**config.mk**
```make
export PLATFORM = sky130hd
export DESIGN_NAME = ring_replica_recovery
export DESIGN_NICKNAME = d
export VERILOG_FILES = /design/src/rtl/rrr_pkg.sv /design/src/rtl/rrr_planner.sv /design/src/rtl/rrr_ctrl.sv /design/src/rtl/ring_replica_recovery.sv
export SDC_FILE = /design/constraint.sdc
export NUM_CORES = 1
export LEC_CHECK = 0
export CORE_UTILIZATION = 37
export DETAILED_ROUTE_END_ITERATION = 12
export PLACE_DENSITY = 0.59
export REMOVE_ABC_BUFFERS = 1
export SYNTH_ARGS = -nofsm -noshare
export SYNTH_HDL_FRONTEND = slang
export SYNTH_SLANG_ARGS = --single-unit
export TNS_END_PERCENT = 5
```
**constraint.sdc**
```tcl
create_clock -name clk -period 2.2 [get_ports clk]
set_clock_uncertainty 0.1 [all_clocks]
set_input_delay 0.44 -clock clk [delete_from_list [all_inputs] [get_ports clk]]
set_output_delay 0.44 -clock clk [all_outputs]
set_load 0.1 [all_outputs]
```
**src/rtl/rrr_pkg.sv**
```systemverilog
package rrr_pkg;
  typedef enum logic [1:0] {
    ST_IDLE  = 2'd0,
    ST_ISSUE = 2'd1,
    ST_WAIT  = 2'd2
  } rrr_state_e;

  localparam int STEP_W     = 2;
  localparam int RING_STEPS = 4;
  localparam int DUAL_STEPS = 2;

  localparam logic LINK_RING    = 1'b0;
  localparam logic LINK_PRIMARY = 1'b1;
endpackage

```
**src/rtl/rrr_planner.sv**
```systemverilog
module rrr_planner
  import rrr_pkg::*;
#(
  parameter int NODE_W = 2
) (
  input  logic [NODE_W-1:0] fault_k,
  input  logic              dual_mode,
  input  logic [STEP_W-1:0] step,
  output logic [NODE_W-1:0] src,
  output logic [NODE_W-1:0] dst,
  output logic [NODE_W-1:0] img,
  output logic              link
);
  logic [NODE_W-1:0] k_next, k_next2, k_prev;

  // neighbour arithmetic wraps naturally at the ring size
  assign k_next  = fault_k + NODE_W'(1);
  assign k_next2 = fault_k + NODE_W'(2);
  assign k_prev  = fault_k - NODE_W'(1);

  always_comb begin
    src  = k_next;
    dst  = k_next2;
    img  = k_next;
    link = LINK_RING;
    if (dual_mode) begin
      if (step != '0) begin
        src  = k_prev;
        dst  = k_next;
        img  = fault_k;
        link = LINK_PRIMARY;
      end
    end else begin
      case (step)
        2'd0: begin src = k_next;  dst = k_next2; img = k_next;  end
        2'd1: begin src = k_next2; dst = k_prev;  img = k_next;  end
        2'd2: begin src = k_prev;  dst = k_next2; img = fault_k; end
        default: begin src = k_next2; dst = k_next; img = fault_k; end
      endcase
    end
  end
endmodule

```
**src/rtl/rrr_ctrl.sv**
```systemverilog
module rrr_ctrl
  import rrr_pkg::*;
#(
  parameter int NODE_W = 2
) (
  input  logic              clk,
  input  logic              rst_n,
  input  logic              req_valid,
  input  logic [NODE_W:0]   req_node,
  input  logic              req_dual,
  input  logic              primary_ok,
  input  logic              cmd_ready,
  input  logic              done_ring,
  input  logic              done_prim,
  output logic              issue,
  output logic [NODE_W-1:0] fault_k,
  output logic              dual_mode,
  output logic [STEP_W-1:0] step,
  output logic              busy,
  output logic              complete,
  output logic              err
);
  localparam logic [STEP_W-1:0] RING_LAST = STEP_W'(RING_STEPS - 1);
  localparam logic [STEP_W-1:0] DUAL_LAST = STEP_W'(DUAL_STEPS - 1);

  rrr_state_e state;
  logic       seen_ring, seen_prim;
  logic       node_ok;
  logic       dual_all;

  assign node_ok  = ~req_node[NODE_W];
  assign issue    = (state == ST_ISSUE);
  assign busy     = (state != ST_IDLE);
  assign dual_all = (seen_ring | done_ring) & (seen_prim | done_prim);

  always_ff @(posedge clk) begin
    if (!rst_n) begin
      state     <= ST_IDLE;
      fault_k   <= '0;
      dual_mode <= 1'b0;
      step      <= '0;
      seen_ring <= 1'b0;
      seen_prim <= 1'b0;
      complete  <= 1'b0;
      err       <= 1'b0;
    end else begin
      complete <= 1'b0;
      err      <= req_valid & (busy | ~node_ok);
      if (dual_mode && busy) begin
        seen_ring <= seen_ring | done_ring;
        seen_prim <= seen_prim | done_prim;
      end
      case (state)
        ST_IDLE: begin
          if (req_valid && node_ok) begin
            fault_k   <= req_node[NODE_W-1:0];
            dual_mode <= req_dual & primary_ok;
            step      <= '0;
            seen_ring <= 1'b0;
            seen_prim <= 1'b0;
            state     <= ST_ISSUE;
          end
        end
        ST_ISSUE: begin
          if (cmd_ready) begin
            if (dual_mode && step != DUAL_LAST) step  <= step + STEP_W'(1);
            else                                state <= ST_WAIT;
          end
        end
        ST_WAIT: begin
          if (dual_mode) begin
            if (dual_all) begin
              state    <= ST_IDLE;
              complete <= 1'b1;
            end
          end else if (done_ring) begin
            if (step == RING_LAST) begin
              state    <= ST_IDLE;
              complete <= 1'b1;
            end else begin
              step  <= step + STEP_W'(1);
              state <= ST_ISSUE;
            end
          end
        end
        default: state <= ST_IDLE;
      endcase
    end
  end
endmodule

```
**src/rtl/ring_replica_recovery.sv**
```systemverilog
module ring_replica_recovery
  import rrr_pkg::*;
#(
  parameter int NODE_W = 2
) (
  input  logic              clk,
  input  logic              rst_n,
  input  logic              req_valid,
  input  logic [NODE_W:0]   req_node,
  input  logic              req_dual,
  input  logic              primary_ok,
  output logic              cmd_valid,
  input  logic              cmd_ready,
  output logic [NODE_W-1:0] cmd_src,
  output logic [NODE_W-1:0] cmd_dst,
  output logic [NODE_W-1:0] cmd_img,
  output logic              cmd_link,
  input  logic              done_ring,
  input  logic              done_prim,
  output logic              busy,
  output logic              complete,
  output logic              err
);
  logic [NODE_W-1:0] fault_k;
  logic              dual_mode;
  logic [STEP_W-1:0] step;

  rrr_ctrl #(.NODE_W(NODE_W)) u_ctrl (
    .clk        (clk),
    .rst_n      (rst_n),
    .req_valid  (req_valid),
    .req_node   (req_node),
    .req_dual   (req_dual),
    .primary_ok (primary_ok),
    .cmd_ready  (cmd_ready),
    .done_ring  (done_ring),
    .done_prim  (done_prim),
    .issue      (cmd_valid),
    .fault_k    (fault_k),
    .dual_mode  (dual_mode),
    .step       (step),
    .busy       (busy),
    .complete   (complete),
    .err        (err)
  );

  rrr_planner #(.NODE_W(NODE_W)) u_plan (
    .fault_k   (fault_k),
    .dual_mode (dual_mode),
    .step      (step),
    .src       (cmd_src),
    .dst       (cmd_dst),
    .img       (cmd_img),
    .link      (cmd_link)
  );
endmodule

```
[Word level (Yosys, flattened, before mapping)]
Cells that the tools add are included.
Word-level totals
  register bits: 11
  bits in latches: 0
  memory bits (writable): 0
  memory bits (read-only): 0
  input port bits: 11
  output and inout port bits: 11
  logic and storage cells: 84
  memories: 0
Cells by class
  add/sub/neg operators: 4
  multipliers: 0
  div/mod/pow operators: 0
  magnitude comparators: 0
  eq/ne operators: 15
  shift-type cells: 0
  multiplexer cells: 36
  bitwise logic cells: 7
  reductions and logical operators: 14
Operator list (count)
  2-bit two-way mux: 19
  1-bit two-way mux: 13
  2-bit one-hot mux with 3 select lines: 2
  2-bit by 1-bit != test with 1-bit output, second input constant: 4
  2-bit != test, second input constant: 4
  2-bit one-hot mux with 2 select lines: 2
  7-bit AND reduction: 1
  2-bit equality test, second input constant: 3
  5-bit AND reduction: 1
  2-bit by 1-bit adder with 2-bit output, second input constant: 2
  2-bit by 1-bit equality test with 1-bit output, second input constant: 2
  2-bit zero test: 2
  2-bit AND reduction: 2
  2-bit nonzero test: 2
  2-bit OR reduction: 2
  1-bit bitwise AND: 3
  1-bit logical AND: 3
  3-bit by 2-bit != test with 1-bit output, second input constant: 1
  3-bit != test, second input constant: 1
  1-bit OR: 3
  3-bit nonzero test: 1
  2-bit adder, second input constant: 1
  2-bit by 1-bit subtractor with 2-bit output, second input constant: 1
  1-bit inverter: 1

[Logic depth before layout (Yosys ltp)]
Gate-level depths: netlist of the first run.
  depth in word-level cells: 5
  gate-level depth with buffers: 8
  mapped depth without buffers: 7

[Cells and area by module]
A second synthesis of the first run with hierarchy kept.
Second synthesis, totals
  cells, all modules: 92
  area, all modules: 802.0 um^2
Modules (own cells, without submodules)
  rrr_ctrl: instances 1, cells each 67, area each 618.1 um^2, sequential area each 220.2 um^2
  rrr_planner: instances 1, cells each 25, area each 183.9 um^2, sequential area each 0.0 um^2

[Worst setup path before layout of the first run]
Ideal clock, no wire load.
  kind: reg-to-output
  start: reg u_ctrl.step[0]
  end: out cmd_dst[1]
  arrival time: 3226 ps
  path slack: -1566 ps
  stages on the path, launching flop included: 7
  path through: dfxtp_1 > inv_1 > ha_1 > nor2_1 > a21oi_1 > a31oi_1 > o31ai_1
Between the ends
  word-level cells in the longest chain between the ends: 4
  elaborated cells on any way between the ends: 8
  those cells by class: 2 x eq/ne; 3 x mux; 3 x reduce/logical
RTL lines
  start: declaration: RTL line rrr_ctrl.sv:18  | output logic [STEP_W-1:0] step,
  start signal: assignment: RTL line rrr_ctrl.sv:66  | if (dual_mode && step != DUAL_LAST) step <= step + STEP_W'(1);
  start signal: assignment: RTL line rrr_ctrl.sv:81  | step <= step + STEP_W'(1);
  2-bit equality test / 2-bit zero test (equally long branches): RTL line rrr_planner.sv:34  | case (step)
  2-bit OR reduction (no line)
  2-bit one-hot mux with 2 select lines: RTL line rrr_planner.sv:34
  2-bit two-way mux *: RTL line rrr_planner.sv:26  | if (dual_mode) begin
  end: declaration: RTL line ring_replica_recovery.sv:15  | output logic [NODE_W-1:0] cmd_dst,
Mark *: on every way between the ends. The rest lies on a longest branch, timed or not.

[Worst setup path in the final report of the first run]
  start: reg u_ctrl.step[1]
  end: out cmd_src[1]
Between the ends
  word-level cells in the longest chain between the ends: 3
  elaborated cells on any way between the ends: 6
  those cells by class: 1 x eq/ne; 3 x mux; 2 x reduce/logical
RTL lines
  2-bit equality test (tied with other cells): RTL line rrr_planner.sv:34
  2-bit one-hot mux with 2 select lines / 2-bit two-way mux (equally long branches): RTL line rrr_planner.sv:34, rrr_planner.sv:27
  2-bit two-way mux *: RTL line rrr_planner.sv:26
  end: declaration: RTL line ring_replica_recovery.sv:14  | output logic [NODE_W-1:0] cmd_src,
Marked as above.

==> qor.csv, run 1 <==
stage;metric;value;unit
status;status;finished, violations left;
status;violations;setup timing;
place;pre_cts_ws;-0.0195;ns
hold_path;hp-class;flip-flop to flip-flop;
synthesis;synth-warning-count;0;
power;peakVddDrop;939;uV
synthesis;synth.top_cell.area_share;23.7;%
synthesis;ys_seq_elements;11;
synthesis;syn_inst;118;
global_route;grt_antenna_before_repair;0;
clocking;cts_tree;done;
route;vias_per_cell;5.03;
place;place_area;0.00130;mm^2
synthesis;synth_area;931;um^2
route;vias;880;
finish;fin_area;0.00143;mm^2
global_route;grt_pass1_vias;807;
global_route;track_usage;17.9;%
clocking;cts_root_buf;clkbuf_4;
sta;maxSlewViolCount;0;
global_route;grt_pass1_wl;3620;um
finish;drive_above_1_share;27.2;%
route;first_pass_iters;4;
sta;layout_setup_ws;-0.0471;ns
floorplanning;start_util;40.5;%
clocking;hold_buffers;0;
place;port_buffers;21;
sta;period_minus_slack;2.25;ns
critical_path;timing.rr.end;u_ctrl.step[1];
place;gp_congestion;0.766;
power;p_leak;0.632;nW
floorplanning;num_rows;17;
critical_path;rrSetupSlack;0.46;ns
power;pwr-share-comb;76.9;%
sta;tightest_slew;0.292;ns
sta;timing.final.crit_share;102;%
finish;nets;175;
sta;slew_headroom;80.4;%
critical_path;worst_setup_path_start_kind;flip-flop;
hold_path;hold_depth;2;
floorplanning;io_pins;22;
floorplanning;die_h;52.2;um
clocking;clk_pin_slew_worst_paths;0.07;ns
job;drv_cap;0;
sta;clock.fmax;445;MHz
route;ant_nets;0;
synthesis;syn_avg_cell_area;7.89;um^2
route;drt_iter0_markers;13;
synthesis;yosys.cell_count.top_type;ha_1;
synthesis;yosysTopAreaCell;dfxtp_1;
finish;area_delta_synth_final;53.5;%
global_route;grt_max_degree;14;
synthesis;ys_seq_area_share;23.7;%
sta;hold_slack;0.377;ns
power;p_per_area;1210;mW/mm^2
place;dp_hpwl;1620;um
route;avgRoutedWirePerCell;12.3;um
sta;rsz0062_at_grt;true;
finish;stdcell_count;175;
clocking;cts_buffers;3;
synthesis;synth_edf_count;0;
critical_path;crit_required;1.66;ns
power;sequentialPowerShare;15.2;%
sta;finalHoldViolations;0;
synthesis;ys_top_cells_by_area;dfxtp_1 (24%), ha_1 (22%), mux2i_1 (6.5%);
finish;antenna_cells;0;
power;cell_internal_pwr;0.000796;W
global_route;gr-total-overflow;0;
clocking;clock_sinks;11;
critical_path;path_class;flip-flop to output port;
clocking;insertion_delay;0.27;ns
floorplanning;die_area;0.00272;mm^2
critical_path;r2r_cells;6;
clocking;cts_buffer_depth;2;
synthesis;ys_top_cells_by_count;ha_1 (16), dfxtp_1 (11), nand2_1 (11);
power;clockPowerShare;8.0;%
hold_path;hp-start;u_ctrl.seen_ring;
clocking;cts_setup_buffers;0;
critical_path;end_kind;output port;
critical_path;worstPathArrival;1.71;ns
floorplanning;core-area;0.00230;mm^2
critical_path;cp_max_fo;8;
clocking;cts_max_level;1;
route;drcViolationCount;0;
critical_path;critPathLaunch;u_ctrl.step[1];
synthesis;synth_cell_type_count;33;
floorplanning;die_w;52.2;um
synthesis;synth-main-ff-cell;dfxtp_1;
route;wl;2160;um
hold_path;worst_hold_path.endpoint;u_ctrl.seen_ring;
critical_path;regToRegStartpoint;u_ctrl.state[1];
power;p_sw;0.000932;W
synthesis;async_flop_share;0;%
sta;setup_viol;4;
power;switching_share;54.0;%
place;dp.cells;171;
repair_timing:
item,CTS,global route
pin swaps,3,1
hold endpoints to repair,0,0
gates cloned,0,0
endpoints found under the setup margin,6,6
resized for setup,25,3
through the flow:
| step | total power (W) | util [%] | setup TNS, ns |
|---|---|---|---|
| floorplan | 0.00108 | - | -7.79 |
| global placement | 0.00151 | 56.8 | 0 |
| detailed placement | 0.00153 | 56.8 | -0.0195 |
| global route | 0.00182 | 62.2 | -0.641 |
| finish | 0.00173 | 62.2 | -0.122 |
| CTS | 0.00174 | 62.1 | -0.238 |
power groups by stage:
stage	Sequential [W]	Combinational, W	Clock, W
final	0.000262	0.00133	0.000138
after global routing	0.000267	0.00140	0.000161
after detailed placement	0.000262	0.00126	0
after floorplan	0.000281	0.000801	0
after global placement	0.000260	0.00125	0
after CTS	0.000262	0.00134	0.000142
state kept, by name (all words and copies together) (netlist names):
signal,flops
u_ctrl.err,1
u_ctrl.seen_prim,1
u_ctrl.seen_ring,1
u_ctrl.fault_k,2
u_ctrl.state,2
u_ctrl.dual_mode,1
u_ctrl.complete,1
u_ctrl.step,2
cells by family (layout without fill, tap and decap cells):
logic type                 after synthesis  after routing  share of synthesized area [%]
and+or+nand+nor                         37             37                           20.2
xor gates and xnor gates                 3              3                           2.82
buffers and inverters                   14             43                           5.91
AOI/OAI and AO/OA                       31             31                           19.5
DFF                                     11             11                           23.7
muxes                                    6              6                           6.45
adders and majority gates               16             16                           21.5
how the worst max path moves through the flow:
stage                       endpoint  slack [ns]
final                     cmd_src[1]       -0.05
after global routing      cmd_src[1]       -0.17
after CTS                 cmd_src[1]       -0.06
after detailed placement  cmd_dst[1]       -0.02
after global placement    cmd_src[1]        0.06
after floorplan           cmd_dst[1]       -1.56
worst max-delay path: stages, from the launching register on:
cell and delay, ns:
dfxtp_4 0.37, inv_4 0.08, ha_4 0.19, ha_2 0.19, nor2_1 0.04, o21ai_1 0.11
o211ai_1 0.09, o21ai_1 0.15, buf_12 0.21
metal layers:
layer,track usage (%),routed length [um],vias up
met2,29.1,975,13
met1,23.6,1090,396
met5,0,0,-
li1,-,-,468
met3,5.26,78,3
met4,2.63,13,0
cells in the final DEF, fill, tap and decap left out, drive strengths merged, types with 2 or more instances in the layout:
| master | n |
|---|---|
| buf | 18 |
| ha | 16 |
| nand2 | 11 |
| dfxtp | 11 |
| o21ai | 11 |
| clkdlybuf4s50 | 10 |
| inv | 10 |
| a21oi | 9 |
| mux2i | 6 |
| nor2 | 6 |
| nor2b | 5 |
| nand3 | 5 |
| clkbuf | 5 |
| a31oi | 3 |
| xnor2 | 2 |
| nand2b | 2 |
| o31ai | 2 |
final cells by class:
cell class / instances / area (um^2)
Sequential cell: 11 / 226
Inverter: 10 / 40.0
Timing Repair Buffer: 29 / 360
Clock buffer: 4 / 26.3
Multi-Input combinational cell: 93 / 741
Tap cell: 28 / 35.0
Fill cell: 204 / 868
Power figures use the tool's default switching activity.
==> run 2, diff against run 1 <==
--- a/config.mk
+++ b/config.mk
@@ -5,6 +5,7 @@
 export SDC_FILE = /design/constraint.sdc
 export NUM_CORES = 1
 export LEC_CHECK = 0
+export CORE_ASPECT_RATIO = 1.25
 export CORE_UTILIZATION = 37
 export DETAILED_ROUTE_END_ITERATION = 12
 export PLACE_DENSITY = 0.59
==> run 2 against run 1 <==
  * The flow still finishes with violations (setup timing)
  * Maximum frequency increased by 0.28%
  * Clock power increased by 6%
  * Flip-flop and latch count unchanged
  * Design area increased by 5.0%
  * Power increased by 2.6%
  * Combinational power about the same
  * Setup slack improved by 0.0062 ns
  * Register-to-register slack improved by 0.04 ns
  * First-iteration DRC count increased by 54%
  * Critical path type unchanged
  * Highest routed layer unchanged
==> qor.csv, run 2 (synthesis results as in run 1) <==
stage;metric;value;unit
status;status;finished, violations left;
status;violations;setup timing;
route;wl;2250;um
power;peakVddDrop;912;uV
place;dp.cells;173;
clocking;cts_buffers;3;
critical_path;path_class;flip-flop to output port;
critical_path;worstPathArrival;1.70;ns
finish;regArea;228;um^2
sta;rsz0062_at_grt;true;
global_route;gr-total-overflow;0;
global_route;grt_use_met1;22.2;%
critical_path;timing.rr.end;u_ctrl.step[1];
route;vias;925;
clocking;cts_root_buf;clkbuf_4;
floorplanning;start_util;40.8;%
hold_path;hold_depth;2;
hold_path;worst_hold_path.endpoint;u_ctrl.seen_prim;
sta;period_minus_slack;2.24;ns
sta;timing.final.crit_share;102;%
global_route;grt_max_degree;14;
global_route;gr-max-usage-layer;met2;
finish;area_delta_synth_final;61.2;%
route;ant_nets;0;
finish;nFillCells;185;
floorplanning;die_h;58.1;um
route;drcViolationCount;0;
sta;finalHoldViolations;0;
route;avgRoutedWirePerCell;12.5;um
hold_path;hp-start;u_ctrl.seen_prim;
finish;layout_common_cells;nand2_1 (11), buf_4 (11), ha_1 (10), clkdlybuf4s50_1 (10);
sta;tightest_slew;0.291;ns
place;pre_cts_ws;0.0133;ns
clocking;cts_tree;done;
critical_path;end_kind;output port;
global_route;track_usage;19.2;%
sta;hold_slack;0.377;ns
place;gp_congestion;0.926;
critical_path;worst_setup_path_start_kind;flip-flop;
floorplanning;die_area;0.00272;mm^2
critical_path;regToRegStartpoint;u_ctrl.state[1];
finish;top_regs;u_ctrl.fault_k (2), u_ctrl.state (2), u_ctrl.step (2);
power;p_per_area;1180;mW/mm^2
route;drt_iter0_markers;20;
global_route;grt_pass1_vias;883;
clocking;insertion_delay;0.28;ns
clocking;cts_buffer_depth;2;
place;port_buffers;21;
finish;drive_above_1_share;33.6;%
critical_path;cp_max_fo;8;
finish;stdcell_count;180;
sta;slew_headroom;80.5;%
floorplanning;core-area;0.00228;mm^2
critical_path;rrSetupSlack;0.50;ns
place;dp_hpwl;1690;um
finish;nets;177;
job;drv_cap;0;
floorplanning;die_w;46.9;um
sta;setup_viol;4;
critical_path;crit_required;1.66;ns
hold_path;hp-class;flip-flop to flip-flop;
finish;antenna_cells;0;
sta;maxSlewViolCount;0;
finish;multi_input_area;777;um^2
global_route;grt_antenna_before_repair;0;
sta;clock.fmax;446;MHz
critical_path;r2r_cells;6;
route;first_pass_iters;4;
global_route;grtUsageMet2;32.3;%
clocking;cts_max_level;1;
clocking;clock_sinks;11;
global_route;grt_pass1_wl;3840;um
power;power;0.00177;W
route;vias_per_cell;5.14;
global_route;grt_use_met3;2.49;%
clocking;hold_buffers;0;
power;p_leak;0.668;nW
floorplanning;io_pins;22;
sta;layout_setup_ws;-0.0410;ns
clocking;clk_pin_slew_worst_paths;0.08;ns
floorplanning;num_rows;19;
run 2: critical path, stage by stage (launching register included):
cell and delay (ns):
dfxtp_4 0.36, inv_4 0.07, ha_4 0.21, inv_4 0.06, o22a_1 0.23, o211ai_1 0.19
o21ai_2 0.10, clkbuf_16 0.20
run 2: final cells by class:
cell class / instances / area share [%]
Timing Repair Buffer: 31 / 25.6
Inverter: 10 / 3.00
Sequential cell: 11 / 15.2
Multi-Input combinational cell: 93 / 51.8
Clock buffer: 3 / 1.50
Tap cell: 31 / 2.59
Clock inverter: 1 / 0.334
run 2: metrics by stage:
step	util (%)	cell area, um^2	TNS [ns]
6_report	65.7	1500	-0.0949
5_1_grt	65.7	1500	-0.388
4_1_cts	62.5	1430	-0.206
3_5_place_dp	57.0	1300	0
3_3_place_gp	57.0	1300	0
2_1_floorplan	-	913	-7.79
run 2: power breakdown:
part           internal, W  total, W  switching [W]  leakage, nW
sequential        0.000227  0.000263      0.0000360       0.0916
clock            0.0000675  0.000146      0.0000781       0.0177
combinational     0.000517   0.00136       0.000847        0.558
run 2: metal layers:
layer  wire length (um)  part of all wire, %
met1                900                   40
met2               1230                   54
met3                 71                  3.2
met4                 55                  2.4
met5                  0                    0
run 2: repair_timing:
item / in CTS / in global routing
hold endpoints to repair: 0 / 0
pin swaps: 5 / 4
resized for setup: 23 / 16
buffers inserted: 3 / 0
setup endpoints to repair: 6 / 6
run 2: worst max path at each step:
| stage | start | endpoint | slack (ns) | depth (start not counted) |
|---|---|---|---|---|
| after floorplan | u_ctrl.step[0] | cmd_dst[1] | -1.56 | 6 |
| after global placement | u_ctrl.step[0] | cmd_src[1] | 0.05 | 8 |
| after detailed placement | u_ctrl.step[1] | cmd_dst[1] | 0.01 | 7 |
| after CTS | u_ctrl.step[1] | cmd_dst[1] | -0.06 | 7 |
| after global routing | u_ctrl.step[0] | cmd_dst[1] | -0.1 | 7 |
| final | u_ctrl.step[1] | cmd_src[1] | -0.04 | 7 |
==> run 3, diff against run 2 <==
--- a/config.mk
+++ b/config.mk
@@ -8,6 +8,7 @@
 export CORE_ASPECT_RATIO = 1.25
 export CORE_UTILIZATION = 37
 export DETAILED_ROUTE_END_ITERATION = 12
+export GPL_TIMING_DRIVEN = 0
 export PLACE_DENSITY = 0.59
 export REMOVE_ABC_BUFFERS = 1
 export SYNTH_ARGS = -nofsm -noshare
==> run 3 against run 2 <==
  * The flow still finishes with violations (setup timing)
  * Worst hold slack lost 0.0061 ns
  * Die area stayed put
  * Largest power group unchanged
  * Critical path type unchanged
  * Clock power down 6%
  * Sequential power up 7%
  * Critical endpoint is now cmd_img[0]
==> qor.csv, run 3 (synthesis results as in run 1) <==
stage;metric;value;unit
status;status;finished, violations left;
status;violations;setup timing;
route;ant_nets;0;
clocking;cts_root_buf;clkbuf_4;
critical_path;rrSetupSlack;0.55;ns
global_route;grt_max_degree;17;
finish;area_delta_synth_final;39.7;%
power;p_leak;0.584;nW
sta;timing.final.crit_share;104;%
clocking;cts_tree;done;
sta;tightest_slew;0.955;ns
finish;regArea;234;um^2
floorplanning;die_w;46.9;um
place;place_area;0.00116;mm^2
critical_path;regToRegStartpoint;u_ctrl.state[1];
floorplanning;start_util;40.8;%
sta;maxSlewViolCount;0;
global_route;grt_antenna_before_repair;0;
global_route;grt_pass1_vias;864;
critical_path;path_class;flip-flop to output port;
floorplanning;num_rows;19;
finish;layout_common_cells;ha_1 (12), nand2_1 (11), clkdlybuf4s50_1 (10);
route;avgRoutedWirePerCell;11.7;um
power;peakVddDrop;775;uV
sta;finalHoldViolations;0;
hold_path;hold_depth;2;
sta;layout_setup_ws;-0.0840;ns
global_route;track_usage;16.9;%
power;p_per_area;1170;mW/mm^2
critical_path;crit_chain;inv_4, ha_4, inv_2, ha_1, nand2_1, o21ai_0, buf_6;
clocking;cts_max_level;1;
place;dp_hpwl;1570;um
job;drv_cap;0;
clocking;clk_pin_slew_worst_paths;0.08;ns
global_route;grt_pass1_wl;3380;um
sta;setup_viol;5;
finish;nets;170;
hold_path;hp-class;flip-flop to flip-flop;
sta;clock.fmax;438;MHz
finish;drive_above_1_share;22.5;%
floorplanning;core-area;0.00228;mm^2
finish;fin_area;0.00130;mm^2
hold_path;hp-start;u_ctrl.seen_prim;
floorplanning;io_pins;22;
route;vias;881;
floorplanning;die_h;58.1;um
critical_path;worst_setup_path_start_kind;flip-flop;
place;port_buffers;21;
critical_path;crit_required;1.66;ns
sta;period_minus_slack;2.28;ns
floorplanning;die_area;0.00272;mm^2
sta;slew_headroom;36.6;%
route;vias_per_cell;5.09;
critical_path;cp_max_fo;8;
route;drt_iter0_markers;8;
finish;top_regs;u_ctrl.fault_k (2), u_ctrl.state (2), u_ctrl.step (2);
place;gp_congestion;0.779;
finish;antenna_cells;0;
sta;hold_slack;0.370;ns
critical_path;critPathMaxStageDelay;0.37;ns
sta;rsz0062_at_grt;true;
global_route;gr-total-overflow;0;
route;wl;2030;um
finish;nFillCells;225;
critical_path;cpMaxStageDelayCell;dfxtp_4;
critical_path;end_kind;output port;
critical_path;worstPathArrival;1.74;ns
finish;final_common_cell;ha_1;
clocking;clock_sinks;11;
critical_path;timing.rr.end;u_ctrl.step[0];
clocking;hold_buffers;0;
clocking;cts_buffers;3;
hold_path;worst_hold_path.endpoint;u_ctrl.seen_prim;
route;drcViolationCount;0;
clocking;cts_buffer_depth;2;
critical_path;r2r_cells;6;
clocking;insertion_delay;0.27;ns
route;first_pass_iters;4;
finish;multi_input_area;724;um^2
## run 3: layout make-up
class                   count  share of cell area (%)
multi-input cells          93                    55.7
clock buffers               3                    1.73
repair buffers             24                    17.9
flip-flops and latches     11                    18.0
inverters                  10                    3.27
clock inverters             1                   0.385
well taps                  31                    2.98
## run 3: through the flow
| stage | setup WS, ns | TNS [ns] | power (W) | instances | utilization [%] |
|---|---|---|---|---|---|
| finish | -0.0840 | -0.287 | 0.00152 | 173 | 57.0 |
| global route | -0.144 | -0.675 | 0.00161 | 173 | 57.0 |
| CTS | -0.111 | -0.398 | 0.00146 | 170 | 52.9 |
| detailed placement | -0.905 | -6.00 | 0.00131 | 166 | 50.9 |
| global placement | -0.850 | -5.80 | 0.00129 | 166 | 50.9 |
| floorplan | -1.56 | -7.79 | 0.00108 | 114 | - |
## run 3: layer usage
metal | share of wire [%] | track usage (%)
met5 | 0 | 0
met4 | 0.89 | 9.39
met1 | 40 | 16.5
met2 | 56 | 31.2
met3 | 3.1 | 3.43
## run 3: worst max-delay path by stage
stage	start	endpoint	slack, ns	cells past startpoint
after floorplan	u_ctrl.step[0]	cmd_dst[1]	-1.56	6
after global placement	u_ctrl.step[0]	cmd_src[1]	-0.85	8
after detailed placement	u_ctrl.step[0]	cmd_src[1]	-0.90	8
after CTS	u_ctrl.dual_mode	cmd_dst[1]	-0.11	5
after global routing	u_ctrl.step[0]	cmd_dst[1]	-0.14	7
final	u_ctrl.step[0]	cmd_img[0]	-0.08	7
## run 3: power breakdown
part | switching (W) | internal [W]
Combinational | 0.000766 | 0.000332
Sequential | 0.0000525 | 0.000229
Clock | 0.0000699 | 0.0000672
## run 3: critical path: cells and delay by family, from the launching register on
family / cells / cell delay (ns)
AOI/OAI and AO/OA: 1 / 0.13
and+or+nand+nor: 1 / 0.05
buffers and inverters: 3 / 0.43
DFF: 1 / 0.37
adders and majority gates: 2 / 0.50
## run 3: repair_timing
action,CTS,global route
resized for setup,71,17
buffers inserted,0,3
pin swaps,1,3
endpoints found under the setup margin,11,8
